## config.mk

```make
export PLATFORM = sky130hd
export DESIGN_NAME = cfg_serial_slave
export DESIGN_NICKNAME = d
export VERILOG_FILES = /design/src/rtl/cfgsl_pkg.sv /design/src/rtl/cfgsl_sync.sv /design/src/rtl/cfgsl_engine.sv /design/src/rtl/cfgsl_regbank.sv /design/src/rtl/cfg_serial_slave.sv
export SDC_FILE = /design/constraint.sdc
export NUM_CORES = 1
export LEC_CHECK = 0
export BUFFER_PORTS_ARGS = -buffer_cell sky130_fd_sc_hd__buf_4
export CORE_MARGIN = 2
export CORE_UTILIZATION = 40
export CTS_CLUSTER_DIAMETER = 50
export DETAILED_ROUTE_END_ITERATION = 16
export PLACE_DENSITY_LB_ADDON = 0.08
export SYNTH_ARGS = -nofsm -noshare
export SYNTH_HDL_FRONTEND = slang
export SYNTH_SLANG_ARGS = --single-unit
```

## constraint.sdc

```tcl
create_clock -name clk -period 4.7 [get_ports clk]
set_clock_uncertainty 0.2 [all_clocks]
set_input_delay 0.235 -clock clk [delete_from_list [all_inputs] [get_ports clk]]
set_output_delay 0.235 -clock clk [all_outputs]
set_load 0.01 [all_outputs]
```

## src/rtl/cfgsl_pkg.sv

```systemverilog
package cfgsl_pkg;

    typedef enum logic [1:0] {
        PH_IDLE,
        PH_ADDR,
        PH_ACK,
        PH_DATA
    } phase_e;

    typedef struct packed {
        logic scl_lvl;
        logic sda_lvl;
        logic scl_rise;
        logic scl_fall;
        logic start;
        logic stop;
    } bus_ev_t;

    localparam int BYTE_BITS = 8;

    // Address byte: device address in the upper seven bits, write flag (0) last.
    function automatic logic addr_hit(input logic [7:0] b, input logic [6:0] dev);
        return (b[7:1] == dev) && !b[0];
    endfunction

endpackage

```

## src/rtl/cfgsl_sync.sv

```systemverilog
module cfgsl_sync
    import cfgsl_pkg::*;
#(
    parameter int STAGES = 2
) (
    input  logic    clk,
    input  logic    rst,
    input  logic    scl_i,
    input  logic    sda_i,
    output bus_ev_t ev
);

    logic [STAGES-1:0] scl_q;
    logic [STAGES-1:0] sda_q;
    logic              scl_d;
    logic              sda_d;

    // Idle bus reads high, so reset to 1 to avoid false edges.
    always_ff @(posedge clk) begin
        if (rst) begin
            scl_q <= '1;
            sda_q <= '1;
            scl_d <= 1'b1;
            sda_d <= 1'b1;
        end else begin
            scl_q <= {scl_q[STAGES-2:0], scl_i};
            sda_q <= {sda_q[STAGES-2:0], sda_i};
            scl_d <= scl_q[STAGES-1];
            sda_d <= sda_q[STAGES-1];
        end
    end

    always_comb begin
        ev.scl_lvl  = scl_q[STAGES-1];
        ev.sda_lvl  = sda_q[STAGES-1];
        ev.scl_rise = ev.scl_lvl && !scl_d;
        ev.scl_fall = !ev.scl_lvl && scl_d;
        ev.start    = ev.scl_lvl && scl_d && sda_d && !ev.sda_lvl;
        ev.stop     = ev.scl_lvl && scl_d && !sda_d && ev.sda_lvl;
    end

endmodule

```

## src/rtl/cfgsl_engine.sv

```systemverilog
module cfgsl_engine
    import cfgsl_pkg::*;
#(
    parameter logic [6:0] DEV_ADDR = 7'h2C,
    parameter int         NUM_BITS = 32,
    parameter int         PW       = 6
) (
    input  logic          clk,
    input  logic          rst,
    input  bus_ev_t       ev,
    output logic          sda_oe,
    output logic          wr_en,
    output logic [PW-1:0] wr_idx,
    output logic          wr_val
);

    phase_e        phase;
    logic          smp;
    logic          pend;
    logic          ack_hi;
    logic [7:0]    shreg;
    logic [3:0]    bcnt;
    logic [PW-1:0] ptr;
    logic [7:0]    byte_next;
    logic          in_range;
    logic          bit_done;

    always_comb begin
        byte_next = {shreg[6:0], smp};
        in_range  = ptr < PW'(NUM_BITS);
        bit_done  = ev.scl_fall && pend;
        wr_en     = (phase == PH_DATA) && bit_done && in_range;
        wr_idx    = ptr;
        wr_val    = smp;
    end

    always_ff @(posedge clk) begin
        if (rst) begin
            phase  <= PH_IDLE;
            smp    <= 1'b0;
            pend   <= 1'b0;
            ack_hi <= 1'b0;
            shreg  <= '0;
            bcnt   <= '0;
            ptr    <= '0;
            sda_oe <= 1'b0;
        end else if (ev.start) begin
            phase  <= PH_ADDR;
            pend   <= 1'b0;
            ack_hi <= 1'b0;
            bcnt   <= '0;
            ptr    <= '0;
            sda_oe <= 1'b0;
        end else if (ev.stop) begin
            phase  <= PH_IDLE;
            pend   <= 1'b0;
            ack_hi <= 1'b0;
            sda_oe <= 1'b0;
        end else begin
            case (phase)
                PH_ADDR, PH_DATA: begin
                    if (ev.scl_rise) begin
                        smp  <= ev.sda_lvl;
                        pend <= 1'b1;
                    end else if (bit_done) begin
                        pend  <= 1'b0;
                        shreg <= byte_next;
                        bcnt  <= bcnt + 4'd1;
                        if (phase == PH_DATA && in_range)
                            ptr <= ptr + PW'(1);
                        if (bcnt == 4'(BYTE_BITS - 1)) begin
                            bcnt <= '0;
                            if (phase == PH_DATA || addr_hit(byte_next, DEV_ADDR)) begin
                                sda_oe <= 1'b1;
                                phase  <= PH_ACK;
                            end else begin
                                phase  <= PH_IDLE;
                            end
                        end
                    end
                end
                PH_ACK: begin
                    if (ev.scl_rise) begin
                        ack_hi <= 1'b1;
                    end else if (ev.scl_fall && ack_hi) begin
                        ack_hi <= 1'b0;
                        sda_oe <= 1'b0;
                        phase  <= PH_DATA;
                    end
                end
                default: ;
            endcase
        end
    end

endmodule

```

## src/rtl/cfgsl_regbank.sv

```systemverilog
module cfgsl_regbank #(
    parameter int NUM_BITS = 32,
    parameter int PW       = 6
) (
    input  logic                clk,
    input  logic                rst,
    input  logic                wr_en,
    input  logic [PW-1:0]       wr_idx,
    input  logic                wr_val,
    output logic [NUM_BITS-1:0] bits
);

    for (genvar g = 0; g < NUM_BITS; g++) begin : g_bit
        always_ff @(posedge clk) begin
            if (rst)
                bits[g] <= 1'b0;
            else if (wr_en && wr_idx == PW'(g))
                bits[g] <= wr_val;
        end
    end

endmodule

```

## src/rtl/cfg_serial_slave.sv

```systemverilog
module cfg_serial_slave
    import cfgsl_pkg::*;
#(
    parameter logic [6:0] DEV_ADDR    = 7'h2C,
    parameter int         NUM_BITS    = 32,
    parameter int         SYNC_STAGES = 2
) (
    input  logic                clk,
    input  logic                rst,
    input  logic                scl_i,
    input  logic                sda_i,
    output logic                sda_oe,
    output logic [NUM_BITS-1:0] cfg_bits
);

    localparam int PW = $clog2(NUM_BITS + 1);

    bus_ev_t       ev;
    logic          wr_en;
    logic [PW-1:0] wr_idx;
    logic          wr_val;
    logic          scl_lvl;
    logic          ev_start;
    logic          ev_stop;

    assign scl_lvl  = ev.scl_lvl;
    assign ev_start = ev.start;
    assign ev_stop  = ev.stop;

    cfgsl_sync #(.STAGES(SYNC_STAGES)) sync_i (
        .clk   (clk),
        .rst   (rst),
        .scl_i (scl_i),
        .sda_i (sda_i),
        .ev    (ev)
    );

    cfgsl_engine #(.DEV_ADDR(DEV_ADDR), .NUM_BITS(NUM_BITS), .PW(PW)) eng_i (
        .clk    (clk),
        .rst    (rst),
        .ev     (ev),
        .sda_oe (sda_oe),
        .wr_en  (wr_en),
        .wr_idx (wr_idx),
        .wr_val (wr_val)
    );

    cfgsl_regbank #(.NUM_BITS(NUM_BITS), .PW(PW)) bank_i (
        .clk    (clk),
        .rst    (rst),
        .wr_en  (wr_en),
        .wr_idx (wr_idx),
        .wr_val (wr_val),
        .bits   (cfg_bits)
    );

endmodule

```

Word level (Yosys, flattened, before mapping)
Index checks and enable logic that the tools add are counted.
{ "totals": {"elab_cells": 186, "out_inout_bits": 33, "in_bits": 4, "reg_bits": 61} }
{ "classes": {"eq_ne": 47, "addsub": 2, "bitwise": 3, "n_mux": 20, "n_lt_le_gt_ge": 1, "reduce_logical": 68} }
{ "ops": {"columns": ["op", "n"], "rows": [
  ["6-bit by 5-bit == test with 1-bit output, second input constant", 16],
  ["6-bit by 4-bit == test with 1-bit output, second input constant", 8],
  ["1-bit logical AND", 45],
  ["6-bit by 3-bit == test with 1-bit output, second input constant", 4],
  ["6-bit by 2-bit == test with 1-bit output, second input constant", 2],
  ["2-bit two-way mux", 6],
  ["4-bit by 3-bit inequality test with 1-bit output, second input constant", 3],
  ["6-bit AND reduction", 2],
  ["1-bit two-way mux", 11],
  ["5-bit AND reduction", 2],
  ["2-bit by 1-bit inequality test with 1-bit output, second input constant", 4],
  ["4-bit inequality test, second input constant", 2],
  ["4-bit AND reduction", 2],
  ["7-bit by 6-bit == test with 1-bit output, second input constant", 1],
  ["7-bit AND reduction", 1],
  ["6-bit by 1-bit adder with 6-bit output, second input constant", 1],
  ["6-bit by 1-bit == test with 1-bit output, second input constant", 1],
  ["6-bit zero test", 1],
  ["6-bit < comparator, second input constant", 1],
  ["2-bit nonzero test", 3],
  ["1-bit zero test", 5],
  ["4-bit by 1-bit adder with 4-bit output, second input constant", 1],
  ["2-bit == test, second input constant", 2],
  ["4-bit by 3-bit == test with 1-bit output, second input constant", 1],
  ["other kinds (11)", 16]
]} }

Depth between registers and ports, before layout
{ "logic_depth": {"depth_word": 10, "depth_mapped": 7} }

Cells and area by module
From an unflattened synthesis, not the netlist that was laid out.
{ "hier_totals": {"cells_unflattened": 283, "hier_area_um2": 2763.9} }
{ "modules_own_cells": {"columns": ["mod", "instances", "area_per_inst_um2", "cells_each"], "rows": [
  ["cfgsl_regbank", 1, 1490.2, 148],
  ["cfgsl_engine", 1, 1068.5, 117],
  ["cfgsl_sync", 1, 205.2, 18]
]} }

Worst setup path after synthesis
No wires, ideal clock.
{ "synth_path": {"path_kind": "register -> register", "from": "register sync_i.scl_q[1]", "to": "register bank_i.bits[10]", "stages_incl_launch_ff": 7, "slack_ns": 2.939, "setup_time_ns": 0.072, "arrival_ns": 1.490, "cell_sequence": "dfxtp_1 buf_6 nand4b_4 or3_1 buf_2 nor3b_2 mux2i_1"} }
{ "synth_via": {"elab_chain_len": 6} }
{ "synth_rtl": {"columns": ["item", "line_no", "source"], "rows": [
  ["start, declared", "cfgsl_sync.sv:13", "logic [STAGES-1:0] scl_q;"],
  ["start signal, assigned", "cfgsl_sync.sv:26", "scl_q <= {scl_q[STAGES-2:0], scl_i};"],
  ["1-bit zero test", "cfgsl_sync.sv:37", "ev.scl_fall = !ev.scl_lvl && scl_d;"],
  ["1-bit logical AND", "cfgsl_sync.sv:37", null],
  ["1-bit logical AND", "cfgsl_engine.sv:31", "bit_done = ev.scl_fall && pend;"],
  ["1-bit logical AND (2 in series)", "cfgsl_engine.sv:32", "wr_en = (phase == PH_DATA) && bit_done && in_range;"],
  ["1-bit logical AND", "cfgsl_regbank.sv:17", "else if (wr_en && wr_idx == PW'(g))"],
  ["end signal, assigned by index", "cfgsl_regbank.sv:18", "bits[g] <= wr_val;"],
  ["end, declared", "cfgsl_regbank.sv:10", "output logic [NUM_BITS-1:0] bits"]
]} }
Every way passes these cells.
A chain may end at the register's enable or synchronous reset.

Worst setup path in the final report
{ "layout_path": {"from": "register sync_i.scl_d", "to": "register bank_i.bits[10]"} }
{ "layout_via": {"elab_chain_len": 5} }
{ "layout_rtl": {"columns": ["item", "line_no", "source"], "rows": [
  ["start, declared", "cfgsl_sync.sv:15", "logic scl_d;"],
  ["start signal, assigned", "cfgsl_sync.sv:28", "scl_d <= scl_q[STAGES-1];"],
  ["1-bit logical AND", "cfgsl_sync.sv:37", null],
  ["1-bit logical AND", "cfgsl_engine.sv:31", null],
  ["1-bit logical AND (2 in series)", "cfgsl_engine.sv:32", null],
  ["1-bit logical AND", "cfgsl_regbank.sv:17", null]
]} }
Every way passes these cells.

==> impl_metrics.tcl <==
set metrics [dict create \
    run_status "completed" \
    number_of_stages_on_the_worst_hold_path 2 \
    grt.total_usage 0.1725 \
    overflow 0 \
    place.gp.congestion 0.7562 \
    critical_path_required_ps 4760 \
    cts_max_level 3 \
    hold_crit_start "rst" \
    pwr_density_cell_mw_per_mm2 316.6 \
    die_height_um 87.54 \
    reg2reg_to "bank_i.bits[10]$_SDFFE_PP0P_" \
    first_pass_iters 4 \
    route.final.wire_length_mm 6.099 \
    maximum_number_of_pins_on_one_net_before_global_route_repair 52 \
    cts_repair_resize_count 0 \
    drc 0 \
    period_needed_ps 2330 \
    final_util 0.4854 \
    path_clk_slew_ps 60 \
    synth_sequential_area_ratio 0.4375 \
    reg2reg_slack_ps 2370 \
    slew_headroom 0.5081 \
    sort_of_element_at_the_end_of_the_critical_path "flip-flop" \
    syn_to_final_growth_pct 17.48 \
    cellLeakagePower_nw 1.175 \
    numCtsBuffers 9 \
    timing.final.crit_share 0.4957 \
    die_area_mm2 0.007662 \
    number_of_global_route_vias_before_repair 2143 \
    max-cap-violations 0 \
    first_pass_grt_wire_length_mm 10.26 \
    filler_cell_count 677 \
    fmax_mhz 429.2 \
    floorplan.rows 30 \
    synth_nets 333 \
    worst-slew-pin-transition_ps 736.8 \
    synthCells 324 \
    area_of_the_core_mm2 0.006756 \
    vias 2261 \
    cp.arrival_ps 2390 \
    clock_tree.root_cell "sky130_fd_sc_hd__clkbuf_8" \
    number_of_distinct_standard_cells_referenced_by_the_synthesized_netlist 39 \
    rsz0062_at_grt "no" \
    chipWidth_um 87.54 \
    route.detailed.vias_per_inst 5.234 \
    post_drt_wl_per_cell_um 14.12 \
    netlist_area_mm2 0.002791 \
    antennaDiodeCount 0 \
    r2r_cells 4 \
    post-dp-hpwl_mm 3.950 \
    boundaryPins 37 \
    ir_worst_vdd_mv 0.1888 \
    port-buffer-count 36 \
    min_delay_worst_endpoint "eng_i.wr_val$_SDFFE_PP0P_" \
    setup.worst_path.class "reg2reg" \
    worst_skew_pair.late_latency_ps 340 \
    cts_buffer_depth 2 \
    cts_num_sinks 61 \
    dpl_cell_area_mm2 0.003053 \
    clock_tree_from_tritoncts "built" \
    post-route-cell-area_mm2 0.003279 \
    endpoints_failing_setup 0 \
    drtAntennaViolNets 0 \
    top_fanout_value_on_the_critical_path 35 \
    setup.worst_path.start_class "flip-flop" \
    r2r-start "sync_i.scl_d$_SDFF_PP1_" \
    finalHoldViolations 0 \
    detail_route.iter0.violations 112 \
    timing.critical_path.cells "nand4b_4, or3_1, nor3b_2, mux2i_1" \
    initial_utilization 0.4131 \
    synthesis.area_per_instance_um2 8.616 \
    final_layout_size_suffix_gt1_frac 0.1875 \
    drv_slew 0 \
    max_stage_delay_ps 640 \
    num-nets-final 356 \
    ys_warn_count 0 \
    hold_removal_path_class "in2reg" \
    number_of_antenna_violations_at_the_first_check_in_global_routing 0 \
    slowest_cp_cell "sky130_fd_sc_hd__or3_1" \
    final.setup.tns_ps 0 \
    ys_ff_latch 61 \
]
-- cell usage after synthesis --
cell,instances,area share
sky130_fd_sc_hd__a211oi_1,1,0.0027
sky130_fd_sc_hd__a21oi_1,23,0.041
sky130_fd_sc_hd__a2bb2oi_1,1,0.0031
sky130_fd_sc_hd__a31o_2,1,0.0031
sky130_fd_sc_hd__a41o_1,1,0.0036
sky130_fd_sc_hd__and3_1,1,0.0022
sky130_fd_sc_hd__and4b_1,2,0.0072
sky130_fd_sc_hd__buf_1,6,0.0081
sky130_fd_sc_hd__buf_2,6,0.011
sky130_fd_sc_hd__buf_6,1,0.0040
sky130_fd_sc_hd__clkbuf_1,14,0.019
sky130_fd_sc_hd__dfxtp_1,61,0.44
sky130_fd_sc_hd__ha_1,5,0.022
sky130_fd_sc_hd__inv_1,8,0.011
sky130_fd_sc_hd__mux2_2,1,0.0040
sky130_fd_sc_hd__mux2i_1,24,0.086
sky130_fd_sc_hd__nand2_1,32,0.043
sky130_fd_sc_hd__nand2b_1,11,0.025
sky130_fd_sc_hd__nand3_1,1,0.0018
sky130_fd_sc_hd__nand3b_1,13,0.035
sky130_fd_sc_hd__nand4_1,12,0.027
sky130_fd_sc_hd__nand4b_1,1,0.0031
sky130_fd_sc_hd__nand4b_4,1,0.0085
sky130_fd_sc_hd__nor2_1,34,0.046
sky130_fd_sc_hd__nor2b_1,5,0.011
sky130_fd_sc_hd__nor3_1,6,0.011
sky130_fd_sc_hd__nor3_2,2,0.0072
sky130_fd_sc_hd__nor3b_1,1,0.0027
sky130_fd_sc_hd__nor3b_2,1,0.0045
sky130_fd_sc_hd__nor4_1,14,0.031
sky130_fd_sc_hd__nor4b_1,1,0.0031
sky130_fd_sc_hd__nor4bb_1,1,0.0036
sky130_fd_sc_hd__o21ai_0,13,0.023
sky130_fd_sc_hd__o22ai_1,1,0.0022
sky130_fd_sc_hd__or2_2,9,0.020
sky130_fd_sc_hd__or3_1,3,0.0067
sky130_fd_sc_hd__or3b_1,1,0.0031
sky130_fd_sc_hd__xnor2_1,4,0.013
sky130_fd_sc_hd__xor2_1,1,0.0031
-- cells in the final DEF, fill, tap and decap left out, types with 3 or more instances in the layout --
cell type,count
sky130_fd_sc_hd__xnor2_1,4
sky130_fd_sc_hd__nor4_1,14
sky130_fd_sc_hd__nand3b_1,13
sky130_fd_sc_hd__clkinv_2,3
sky130_fd_sc_hd__nand2b_1,11
sky130_fd_sc_hd__nand4_1,12
sky130_fd_sc_hd__clkbuf_8,9
sky130_fd_sc_hd__nor3_1,6
sky130_fd_sc_hd__a21oi_1,23
sky130_fd_sc_hd__inv_1,8
sky130_fd_sc_hd__dfxtp_1,61
sky130_fd_sc_hd__buf_4,37
sky130_fd_sc_hd__or3_1,3
sky130_fd_sc_hd__nand2_1,32
sky130_fd_sc_hd__mux2i_1,24
sky130_fd_sc_hd__nor2_1,34
sky130_fd_sc_hd__or2_2,9
sky130_fd_sc_hd__nor2b_1,5
sky130_fd_sc_hd__o21ai_0,13
sky130_fd_sc_hd__ha_1,5
-- flip-flops by register name (all words and copies together), names as in the netlist --
name / count
eng_i.wr_idx: 6
eng_i.phase: 2
eng_i.bcnt: 4
eng_i.shreg: 7
sync_i.sda_q: 2
eng_i.wr_val: 1
sync_i.sda_d: 1
eng_i.ack_hi: 1
eng_i.pend: 1
bank_i.bits: 32
eng_i.sda_oe: 1
sync_i.scl_q: 2
sync_i.scl_d: 1
-- where the power goes --
part / leakage [nW] / total (W) / switching (W) / internal (W)
Sequential: 0.492 / 0.000521 / 0.00000245 / 0.000519
Clock: 0.107 / 0.000498 / 0.000202 / 0.000296
Combinational: 0.576 / 0.0000191 / 0.0000109 / 0.00000817
-- cell families after synthesis --
kind of cell               Yosys count  share of synthesized area
buffers and inverters               35                    0.05244
muxes                               25                    0.09009
and+or+nand+nor                    152                     0.3026
DFF                                 61                     0.4375
xor gates and xnor gates             5                    0.01569
AOI/OAI and AO/OA                   41                    0.07934
adders and majority gates            5                    0.02241
-- metrics by stage --
step / instances / hold slack (ps) / setup slack (ps) / total power, W
global route: 432 / 161.1 / 2129 / 0.001076
global placement: 414 / 194.8 / 2415 / 0.0005513
finish: 432 / 140.3 / 2370 / 0.001038
detailed placement: 414 / 196.7 / 2352 / 0.0005514
CTS: 432 / 131.1 / 2346 / 0.001052
floorplan: 324 / 138.8 / 2939 / 0.0005466
-- routing by layer --
layer	global-route usage	routed length, µm	part of all wire	vias to the layer above
met1	0.2151	2948	0.48	1043
met2	0.2748	2756	0.45	41
met5	0	0	0	-
met4	0.07692	138	0.023	0
met3	0.05278	255	0.042	14
li1	-	-	-	1163
-- area by class of cell --
cell class	instances	area [µm²]	share of cell area
Clock inverter	5	75.07	0.02289
Inverter	8	30.03	0.009157
Multi-Input combinational cell	228	1424	0.4342
Tap cell	80	100.1	0.03052
Clock buffer	11	131.4	0.04006
Sequential cell	61	1221	0.3724
Timing Repair Buffer	39	297.8	0.09081
-- worst max path at each step --
stage | startpoint | endpoint | slack, ps | cells past startpoint
after floorplan | sync_i.scl_q[1]$_SDFF_PP1_ | bank_i.bits[10]$_SDFFE_PP0P_ | 2940 | 6
final | sync_i.scl_d$_SDFF_PP1_ | bank_i.bits[10]$_SDFFE_PP0P_ | 2370 | 4
after detailed placement | sync_i.scl_d$_SDFF_PP1_ | bank_i.bits[10]$_SDFFE_PP0P_ | 2350 | 4
after CTS | sync_i.scl_d$_SDFF_PP1_ | bank_i.bits[10]$_SDFFE_PP0P_ | 2350 | 4
after global routing | sync_i.scl_d$_SDFF_PP1_ | bank_i.bits[10]$_SDFFE_PP0P_ | 2130 | 4
after global placement | sync_i.scl_d$_SDFF_PP1_ | bank_i.bits[10]$_SDFFE_PP0P_ | 2420 | 4
-- worst max-delay path, delay by kind of cell, from the launching register on --
family	cells	cell delay, ps
AND/OR/NAND/NOR	3	1350
flip-flops	1	510
multiplexers	1	190
-- timing repair --
action | in CTS | in global routing
hold buffers | 2 | 0
endpoints found under the hold margin | 2 | 0
buffers inserted | 0 | 0
Power figures use the tool's default switching activity.
